**config.mk**
```make
export PLATFORM = sky130hd
export DESIGN_NAME = rtc_calout_unit
export DESIGN_NICKNAME = d
export VERILOG_FILES = /design/src/rtl/rtc_out_pkg.sv /design/src/rtl/rtc_down_div.sv /design/src/rtl/rtc_cal_tap.sv /design/src/rtl/rtc_flag_out.sv /design/src/rtl/rtc_calout_unit.sv
export SDC_FILE = /design/constraint.sdc
export NUM_CORES = 1
export LEC_CHECK = 0
export BUFFER_PORTS_ARGS = -buffer_cell sky130_fd_sc_hd__buf_2
export CAP_MARGIN = 20
export CORE_MARGIN = 5
export CORE_UTILIZATION = 48
export CTS_CLUSTER_DIAMETER = 50
export DETAILED_ROUTE_END_ITERATION = 16
export GPL_TIMING_DRIVEN = 1
export PLACE_DENSITY = 0.76
export REMOVE_ABC_BUFFERS = 1
export SYNTH_ARGS = -nofsm -noshare
export SYNTH_HDL_FRONTEND = slang
export SYNTH_SLANG_ARGS = --single-unit
```
**constraint.sdc**
```tcl
create_clock -name clk_i -period 1.67 [get_ports clk_i]
set_input_delay 0.334 -clock clk_i [delete_from_list [all_inputs] [get_ports clk_i]]
set_output_delay 0.334 -clock clk_i [all_outputs]
set_load 0.005 [all_outputs]
```
**src/rtl/rtc_out_pkg.sv**
```systemverilog
package rtc_out_pkg;
  typedef enum logic [1:0] {
    OSEL_OFF   = 2'b00,
    OSEL_ALARM = 2'b01,
    OSEL_RSVD  = 2'b10,
    OSEL_WAKE  = 2'b11
  } out_sel_e;

  localparam int unsigned FAST_W   = 7;
  localparam int unsigned SLOW_W   = 15;
  localparam int unsigned FAST_DEF = 127;
  localparam int unsigned SLOW_DEF = 255;
endpackage

```
**src/rtl/rtc_down_div.sv**
```systemverilog
module rtc_down_div #(
  parameter int unsigned W       = 7,
  parameter logic [W-1:0] RST_VAL = '1
) (
  input  logic         clk_i,
  input  logic         rst_ni,
  input  logic         en_i,
  input  logic [W-1:0] reload_i,
  output logic [W-1:0] cnt_o,
  output logic         wrap_o
);
  logic [W-1:0] cnt_q;

  assign wrap_o = en_i && (cnt_q == '0);
  assign cnt_o  = cnt_q;

  always_ff @(posedge clk_i or negedge rst_ni) begin
    if (!rst_ni)      cnt_q <= RST_VAL;
    else if (wrap_o)  cnt_q <= reload_i;
    else if (en_i)    cnt_q <= cnt_q - W'(1);
  end

  p_dec_r1: assert property (@(posedge clk_i) disable iff (!rst_ni)
    (en_i && cnt_q != '0) |=> (cnt_q == $past(cnt_q) - W'(1)));
  p_reload_r3: assert property (@(posedge clk_i) disable iff (!rst_ni)
    (en_i && cnt_q == '0) |=> (cnt_q == $past(reload_i)));
  p_hold_r2: assert property (@(posedge clk_i) disable iff (!rst_ni)
    !en_i |=> $stable(cnt_q));
endmodule

```
**src/rtl/rtc_cal_tap.sv**
```systemverilog
module rtc_cal_tap #(
  parameter int unsigned FAST_W   = 7,
  parameter int unsigned SLOW_W   = 15,
  parameter int unsigned FAST_BIT = 5,
  parameter int unsigned SLOW_BIT = 7
) (
  input  logic              rst_ni,
  input  logic [FAST_W-1:0] fast_cnt_i,
  input  logic [SLOW_W-1:0] slow_cnt_i,
  input  logic              en_i,
  input  logic              sel_i,
  output logic              cal_o
);
  logic tap;
  assign tap   = sel_i ? slow_cnt_i[SLOW_BIT] : fast_cnt_i[FAST_BIT];
  assign cal_o = en_i & tap;

  always_comb begin
    if (rst_ni && !en_i) p_cal_off_r6: assert (!cal_o);
  end
endmodule

```
**src/rtl/rtc_flag_out.sv**
```systemverilog
module rtc_flag_out
  import rtc_out_pkg::*;
(
  input  logic       clk_i,
  input  logic       rst_ni,
  input  logic [1:0] out_sel_i,
  input  logic       pol_i,
  input  logic       alarm_flag_i,
  input  logic       wake_flag_i,
  output logic       alarm_o
);
  logic act;

  always_comb begin
    unique case (out_sel_e'(out_sel_i))
      OSEL_ALARM: act = alarm_flag_i;
      OSEL_WAKE:  act = wake_flag_i;
      default:    act = 1'b0;
    endcase
  end

  always_ff @(posedge clk_i or negedge rst_ni) begin
    if (!rst_ni) alarm_o <= 1'b0;
    else         alarm_o <= act ^ pol_i;
  end

  p_off_inactive_r9: assert property (@(posedge clk_i) disable iff (!rst_ni)
    (out_sel_i == 2'b00 || out_sel_i == 2'b10) |=> (alarm_o == $past(pol_i)));
  p_alarm_pol_r8: assert property (@(posedge clk_i) disable iff (!rst_ni)
    (out_sel_i == 2'b01) |=> (alarm_o == ($past(alarm_flag_i) ^ $past(pol_i))));
  p_wake_pol_r7: assert property (@(posedge clk_i) disable iff (!rst_ni)
    (out_sel_i == 2'b11) |=> (alarm_o == ($past(wake_flag_i) ^ $past(pol_i))));
endmodule

```
**src/rtl/rtc_calout_unit.sv**
```systemverilog
module rtc_calout_unit
  import rtc_out_pkg::*;
#(
  parameter int unsigned A_W      = FAST_W,
  parameter int unsigned S_W      = SLOW_W,
  parameter int unsigned A_DEF    = FAST_DEF,
  parameter int unsigned S_DEF    = SLOW_DEF,
  parameter int unsigned FAST_BIT = 5,
  parameter int unsigned SLOW_BIT = 7
) (
  input  logic           clk_i,
  input  logic           rst_ni,
  input  logic [A_W-1:0] async_reload_i,
  input  logic [S_W-1:0] sync_reload_i,
  input  logic           cal_en_i,
  input  logic           cal_sel_i,
  input  logic [1:0]     out_sel_i,
  input  logic           pol_i,
  input  logic           alarm_flag_i,
  input  logic           wake_flag_i,
  output logic           tick_1hz_o,
  output logic           cal_o,
  output logic           alarm_o
);
  logic [A_W-1:0] a_cnt;
  logic [S_W-1:0] s_cnt;
  logic           a_wrap;

  rtc_down_div #(.W(A_W), .RST_VAL(A_W'(A_DEF))) u_fast (
    .clk_i, .rst_ni, .en_i(1'b1), .reload_i(async_reload_i),
    .cnt_o(a_cnt), .wrap_o(a_wrap)
  );

  rtc_down_div #(.W(S_W), .RST_VAL(S_W'(S_DEF))) u_slow (
    .clk_i, .rst_ni, .en_i(a_wrap), .reload_i(sync_reload_i),
    .cnt_o(s_cnt), .wrap_o(tick_1hz_o)
  );

  rtc_cal_tap #(.FAST_W(A_W), .SLOW_W(S_W), .FAST_BIT(FAST_BIT), .SLOW_BIT(SLOW_BIT)) u_cal (
    .rst_ni, .fast_cnt_i(a_cnt), .slow_cnt_i(s_cnt),
    .en_i(cal_en_i), .sel_i(cal_sel_i), .cal_o
  );

  rtc_flag_out u_flag (
    .clk_i, .rst_ni, .out_sel_i, .pol_i, .alarm_flag_i, .wake_flag_i, .alarm_o
  );

  p_tick_on_fast_wrap_r2: assert property (@(posedge clk_i) disable iff (!rst_ni)
    tick_1hz_o |=> (a_cnt == $past(async_reload_i)));
endmodule

```
==> reports/results.ini, run 1 <==
[run_status]
status=finished with violations
violations=setup timing

[power_and_ir_drop]
power_density_nw_per_um2=829
ir_drop_v=0.000513
p_leak_uw=0.000944

[detailed_routing]
dr.pass1.iters=4
drt_iter0_drc=39
wire_per_inst_um=17.0
drc=0
routed_wl_um=4560
avgViaCountPerCell=5.77
drtAntennaViolNets=0
vias=1546

[place]
postPlaceCellArea_um2=1900
place_congestion=0.870
io_buffers=33
hpwl_um=2920

[setup_path]
cp-end-kind=output pin
critPathRequiredTime_ns=1.34
path_cells=or4_4 -> or2_4 -> nor2_1 -> buf_2
cp_slowest_cell=or4_4
arrival_ns=1.71
path_max_fanout=2
start_kind=register
path_class=register to output pin
slowest_delay_ns=0.54
crit_buf_inv=1
crit_family=simple AND/OR/NAND/NOR gates

[clock_network]
numCtsBuffers=3
clk_latency_ns=0.32
clk_path_buf_depth=2
clock_sinks=23
clockRootBuffer=clkbuf_4
path_clk_slew_ns=0.13
cts_tree=yes
cts-htree-levels=1

[layout]
drive_gt1_share_pct=62.1
areaGrowthSynthToFinish_pct=54.8
fillers=214
fin_area_um2=2260
nNetsFinal=271
antenna_cells=0

[logic_synthesis]
synth_top_area_share_pct=27.0
ys_seq_area_share_pct=40.7
synth_cell_types=46
synth.area.top_cells=dfstp_2 27%, dfrtp_1 14%, a2bb2oi_1 6.0%
syn_area_um2=1460
avgSynthCellArea_um2=9.23
yosys_warnings=0
synth_largest_area_cell=dfstp_2
synth_cells=158
ys_ff_latch=23

[floorplan]
rows=20
initial_utilization_pct=49.0
die_w_um=65.1
coreArea_um2=2980
dieArea_um2=4240
die_y_um=65.1
io_pins=34

[timing]
worstMarginPinSlew_ns=0.527
hold_viol=0
slew_violations=0
finalSetupTns_ns=-2.79
min_period_over_period_pct=122
min_period_ns=2.04
fin_ws_ns=-0.372
fin_skew_ns=0.00417
rsz0062_at_grt=true
setup-violations-final=19
max_freq_ghz=0.490
slew_headroom_pct=64.9

[grt]
grt_pass1_wl_um=6510
grt-busiest-layer=met2
antenna_found_initial=0
grtUsageMet1_pct=20.8
track_usage_pct=19.5
met2_usage_pct=37.3
overflow=0
grt_util_met3_pct=5.98
grt_pass1_vias=1529
grt_max_degree=24

[worst_hold_path]
hp-class=input port to register

[job]
maxCapViolCount=0

[metal layers]
| layer | vias up | part of all wire, % |
|---|---|---|
| met5 | - | 0 |
| met4 | 0 | 1.2 |
| met3 | 8 | 6.0 |
| met2 | 51 | 55 |
| met1 | 756 | 38 |
| li1 | 731 | - |
[cells in the final DEF, fill, tap and decap left out, types with 3 or more instances in the layout]
cell type / synthesis / layout
a21oi_2: 1 / 8
a2bb2oi_2: 0 / 8
buf_2: 2 / 33
buf_4: 0 / 40
buf_6: 2 / 5
clkbuf_4: 0 / 3
dfrtp_1: 8 / 8
dfstp_2: 15 / 15
inv_1: 13 / 11
mux2i_1: 3 / 3
nand2_1: 15 / 15
nand3_1: 3 / 3
nand4_1: 3 / 3
nor2_1: 9 / 6
nor3_1: 3 / 3
o21ai_0: 9 / 5
o21ai_2: 1 / 3
o22ai_1: 6 / 5
or3_1: 3 / 3
or4_4: 1 / 4
xnor2_1: 3 / 3
[sequential cells by signal (all words and copies together), names as in the netlist]
name	count
u_flag.alarm_o	1
u_slow.cnt_o	15
u_fast.cnt_o	7
[power breakdown]
part | total [µW] | internal (µW) | switching (µW)
Clock | 272 | 93.6 | 178
Sequential | 805 | 734 | 71.7
Combinational | 795 | 419 | 376
Total | 1870 | 1250 | 626
[synthesized netlist by cell type, drive strengths merged]
cell	n
o32ai	1
nor4b	1
a21oi	11
xor2	1
dfrtp	8
dfstp	15
or2	2
nand2b	2
or3	4
nor3b	1
ha	4
nand3	3
buf	6
nand4	3
inv	13
o2111ai	1
o211ai	1
o311ai	1
or4	4
mux2	2
a2bb2oi	10
nor4	3
nor2	9
or3b	1
o21ai	10
clkbuf	1
nor2b	2
nand2	15
nor3	3
and2	2
o22ai	6
mux2i	3
xnor2	3
o21bai	1
o31ai	3
nand3b	1
a211oi	1
[area by class of cell]
type | instances | area, µm² | area share (%)
clock buffer | 4 | 26.3 | 1.16
inverter | 13 | 48.8 | 2.16
multi-input combinational | 115 | 1000 | 44.3
sequential | 23 | 594 | 26.3
tap | 33 | 41.3 | 1.83
timing repair buffer | 80 | 547 | 24.2
[timing repair]
| action | 4_1_cts | 5_1_grt |
|---|---|---|
| hold buffers | 1 | 0 |
| endpoints found under the setup margin | 18 | 19 |
| pin swaps | 8 | 7 |
| gates cloned | 0 | 0 |
| setup buffers | 5 | 4 |
| gates resized for setup | 21 | 38 |
| hold endpoints to repair | 8 | 0 |
[metrics by stage]
stage	hold WS [ns]	util, %	power [µW]	std cells	setup WS (ns)
after detailed placement	0.339	63.9	1420	256	-0.190
after global routing	0.171	75.8	1990	268	-0.439
after global placement	0.327	63.9	1380	256	-0.143
final	0.180	75.8	1870	268	-0.372
after floorplan	0.0384	-	1100	151	-0.517
after CTS	0.179	69.5	1750	266	-0.392
[path summary, 6_finish.rpt]
check | startpoint | end | slack (ns) | cells after the start
max | u_fast.cnt_o[4] | tick_1hz_o | -0.37 | 4
max reg2reg | u_fast.cnt_o[4] | u_slow.cnt_o[9] | -0.25 | 6
min in group asynchronous | rst_ni | u_slow.cnt_o[11] | 0.51 | 2
min | pol_i | u_flag.alarm_o | 0.18 | 2
max in group asynchronous | rst_ni | u_fast.cnt_o[5] | 0.79 | 2
min reg2reg | u_slow.cnt_o[1] | u_slow.cnt_o[1] | 0.58 | 2
[logic make-up (layout without fill, tap and decap cells)]
kind of cell,after synthesis,count (layout),synth area share (%)
simple gates,56,56,20.6
fa+ha+maj,4,4,3.43
mux,5,5,3.60
xor+xnor,4,4,2.40
flops,23,23,40.7
buf+inv,20,97,7.12
compound gates,46,46,22.1
No activity file was read; power rests on OpenSTA's default activity.
==> inputs of run 2 (changes only) <==
--- a/config.mk
+++ b/config.mk
@@ -12,7 +12,7 @@
 export CTS_CLUSTER_DIAMETER = 50
 export DETAILED_ROUTE_END_ITERATION = 16
 export GPL_TIMING_DRIVEN = 1
-export PLACE_DENSITY = 0.76
+export PLACE_DENSITY_LB_ADDON = 0.08
 export REMOVE_ABC_BUFFERS = 1
 export SYNTH_ARGS = -nofsm -noshare
 export SYNTH_HDL_FRONTEND = slang
==> run 2 against run 1 <==
  * Highest routed layer unchanged
  * Setup slack improved by 0.024 ns
  * Combinational power rose by 8.6%
  * First-iteration DRC count grew to 2.5 times the previous value
  * The run still ends with setup timing left
  * Via count is 10% higher
  * Sequential power fell by 1%
  * Hold slack better by 0.0070 ns
  * Non-clock buffer count rose by 19
  * Power up 3.5%
  * Global-route usage is 3.9 points higher
  * Largest cell class unchanged
  * Critical endpoint unchanged
  * Sequential cell count did not move
  * Clock skew increased by 0.012 ns
==> reports/results.ini, run 2 (synthesis gave the netlist of run 1 again) <==
[timing]
rsz0062_at_grt=true
fin_skew_ns=0.0167  ; +0.0125 ns
hold_viol=0  ; unchanged
min_period_ns=2.02  ; -0.0237 ns
whs_ns=0.187  ; +0.00705 ns
min_period_over_period_pct=121  ; -1.4 points
fin_ws_ns=-0.348  ; +0.0237 ns
max_freq_ghz=0.495  ; +1.2%
finalSetupTns_ns=-4.50  ; -1.71 ns
slew_headroom_pct=63.8  ; -1.1 points
slew_violations=0  ; unchanged
worstMarginPinSlew_ns=0.543  ; +0.0159 ns
setup-violations-final=22  ; +3

[setup_path]
cp-end-kind=output pin
r2r_end=u_slow.cnt_o[6]
critPathRequiredTime_ns=1.34  ; about the same
path_cells=or4_4 -> or2_4 -> nor2_4 -> buf_2
crit_family=simple AND/OR/NAND/NOR gates
worstReg2RegStart=u_fast.cnt_o[4]
rr_worst_depth=6  ; unchanged
crit_end=tick_1hz_o
regToRegSetupSlack_ns=-0.29  ; -0.04 ns
path_depth=4  ; unchanged
startpoint=u_fast.cnt_o[4]
path_class=register to output pin
cp_slowest_cell=or4_4
slowest_delay_ns=0.53  ; about the same
crit_buf_inv=1  ; unchanged
start_kind=register
path_max_fanout=2  ; unchanged
arrival_ns=1.68  ; -0.03 ns

[layout]
post-route-util_pct=83.4  ; +7.6 points
areaGrowthSynthToFinish_pct=70.2
antenna_cells=0  ; unchanged
fin_area_um2=2480  ; +10%
fillers=171  ; -20%
layout_commonest_cell=buf_4
drive_gt1_share_pct=66.5  ; +4.4 points
nNetsFinal=290  ; +7.0%
largest_reg_flops=15  ; unchanged
final_cell_mix=55 x buf_4, 33 x buf_2, 15 x dfstp_2

[place]
io_buffers=33  ; unchanged
hpwl_um=3070  ; +5.2%
pre_cts_slack_ns=-0.225  ; -0.0348 ns
postPlaceCellArea_um2=1950  ; +2.6%
place_congestion=0.911  ; +4.7%

[grt]
overflow=0  ; unchanged
antenna_found_initial=0  ; unchanged
grt_pass1_vias=1659  ; +8.5%
grt_max_degree=24  ; unchanged
grt_pass1_wl_um=7620  ; +17%
track_usage_pct=23.4  ; +3.9 points

[power_and_ir_drop]
ir_drop_v=0.000590  ; +15%
power_density_nw_per_um2=780  ; -5.8%
intPower_uw=1300  ; +4.2%
p_leak_uw=0.00106  ; +12%
switchingPower_uw=640  ; +2.3%
p_clk_share_pct=14.4  ; about the same
seqPwrFrac_pct=41.1  ; -1.9 points
combPwrFrac_pct=44.5  ; +2.0 points
p_sw_share_pct=33.0  ; -0.42 points

[detailed_routing]
drtAntennaViolNets=0  ; unchanged
avgViaCountPerCell=5.94  ; +3.0%
dr.pass1.iters=4  ; unchanged
routed_wl_um=5450  ; +20%
wire_per_inst_um=19.0  ; +12%
vias=1705  ; +10%
drt_iter0_drc=98  ; +150%
drc=0  ; unchanged

[floorplan]
rows=20  ; unchanged
initial_utilization_pct=49.0  ; unchanged
die_y_um=65.1  ; unchanged
coreArea_um2=2980  ; unchanged
io_pins=34  ; unchanged
dieArea_um2=4240  ; unchanged
die_w_um=65.1  ; unchanged

[clock_network]
clk_latency_ns=0.33  ; about the same
path_clk_slew_ns=0.12  ; about the same
numCtsBuffers=3  ; unchanged
cts-htree-levels=1  ; unchanged
clockRootBuffer=clkbuf_4
cts_tree=yes
clk_path_buf_depth=2  ; unchanged
clock_sinks=23  ; unchanged

[worst_hold_path]
hp-class=input port to register

[run_status]
status=finished with violations
violations=setup timing

[job]
maxCapViolCount=0  ; unchanged

==> run 2: cell count changes in the layout (fill, tap and decap cells not counted), sizes merged <==
| cell | before | now |
|---|---|---|
| buf | 79 | 98 |
==> run 2: power groups by stage <==
stage | clock network, µW | registers, µW | logic (µW)
after CTS | 285 | 796 | 723
final | 279 | 796 | 863
after global placement | 0 | 794 | 603
after global routing | 313 | 811 | 952
after detailed placement | 0 | 800 | 629
after floorplan | 0 | 819 | 282
==> run 2: worst min path at each step <==
| stage | depth (start not counted) | from | slack (ns) | to |
|---|---|---|---|---|
| floorplan | 0 | rst_ni | 0.04 | u_flag.alarm_o |
| global placement | 1 | rst_ni | 0.34 | u_slow.cnt_o[9] |
| detailed placement | 1 | rst_ni | 0.35 | u_slow.cnt_o[10] |
| CTS | 2 | pol_i | 0.18 | u_flag.alarm_o |
| global route | 2 | pol_i | 0.18 | u_flag.alarm_o |
| finish | 2 | pol_i | 0.19 | u_flag.alarm_o |
==> run 2: routing by layer <==
layer	routed length, µm	GRT usage (%)
met5	0	0
met4	167	10.6
met3	344	3.42
met2	2780	41.3
met1	2160	28.0
==> run 2: layout make-up <==
type / count / area [µm²] / share of cell area, %
inverter: 13 / 48.8 / 1.96
tap: 33 / 41.3 / 1.66
timing repair buffer: 99 / 726 / 29.2
sequential: 23 / 594 / 23.9
multi-input combinational: 115 / 1050 / 42.2
clock buffer: 4 / 26.3 / 1.06
==> run 2: worst register-to-register path, stage by stage (launching register included) <==
cell and delay (ns):
dfstp_2 0.39, or4_4 0.53, buf_4 0.15, buf_4 0.14, nor4_2 0.35, o21ai_1 0.15, mux2i_1 0.20
==> run 2: what timing repair did <==
item | CTS | global route
hold buffers | 1 | 0
gates resized for setup | 34 | 43
gates cloned | 1 | 0
endpoints found under the setup margin | 22 | 22
buffers inserted | 12 | 8
pin swaps | 12 | 18
endpoints found under the hold margin | 8 | 0
==> run 2: metrics by stage <==
step / instances / power [µW]
after CTS: 279 / 1800
after global placement: 261 / 1400
after detailed placement: 261 / 1430
after floorplan: 151 / 1100
after global routing: 287 / 2070
final: 287 / 1940
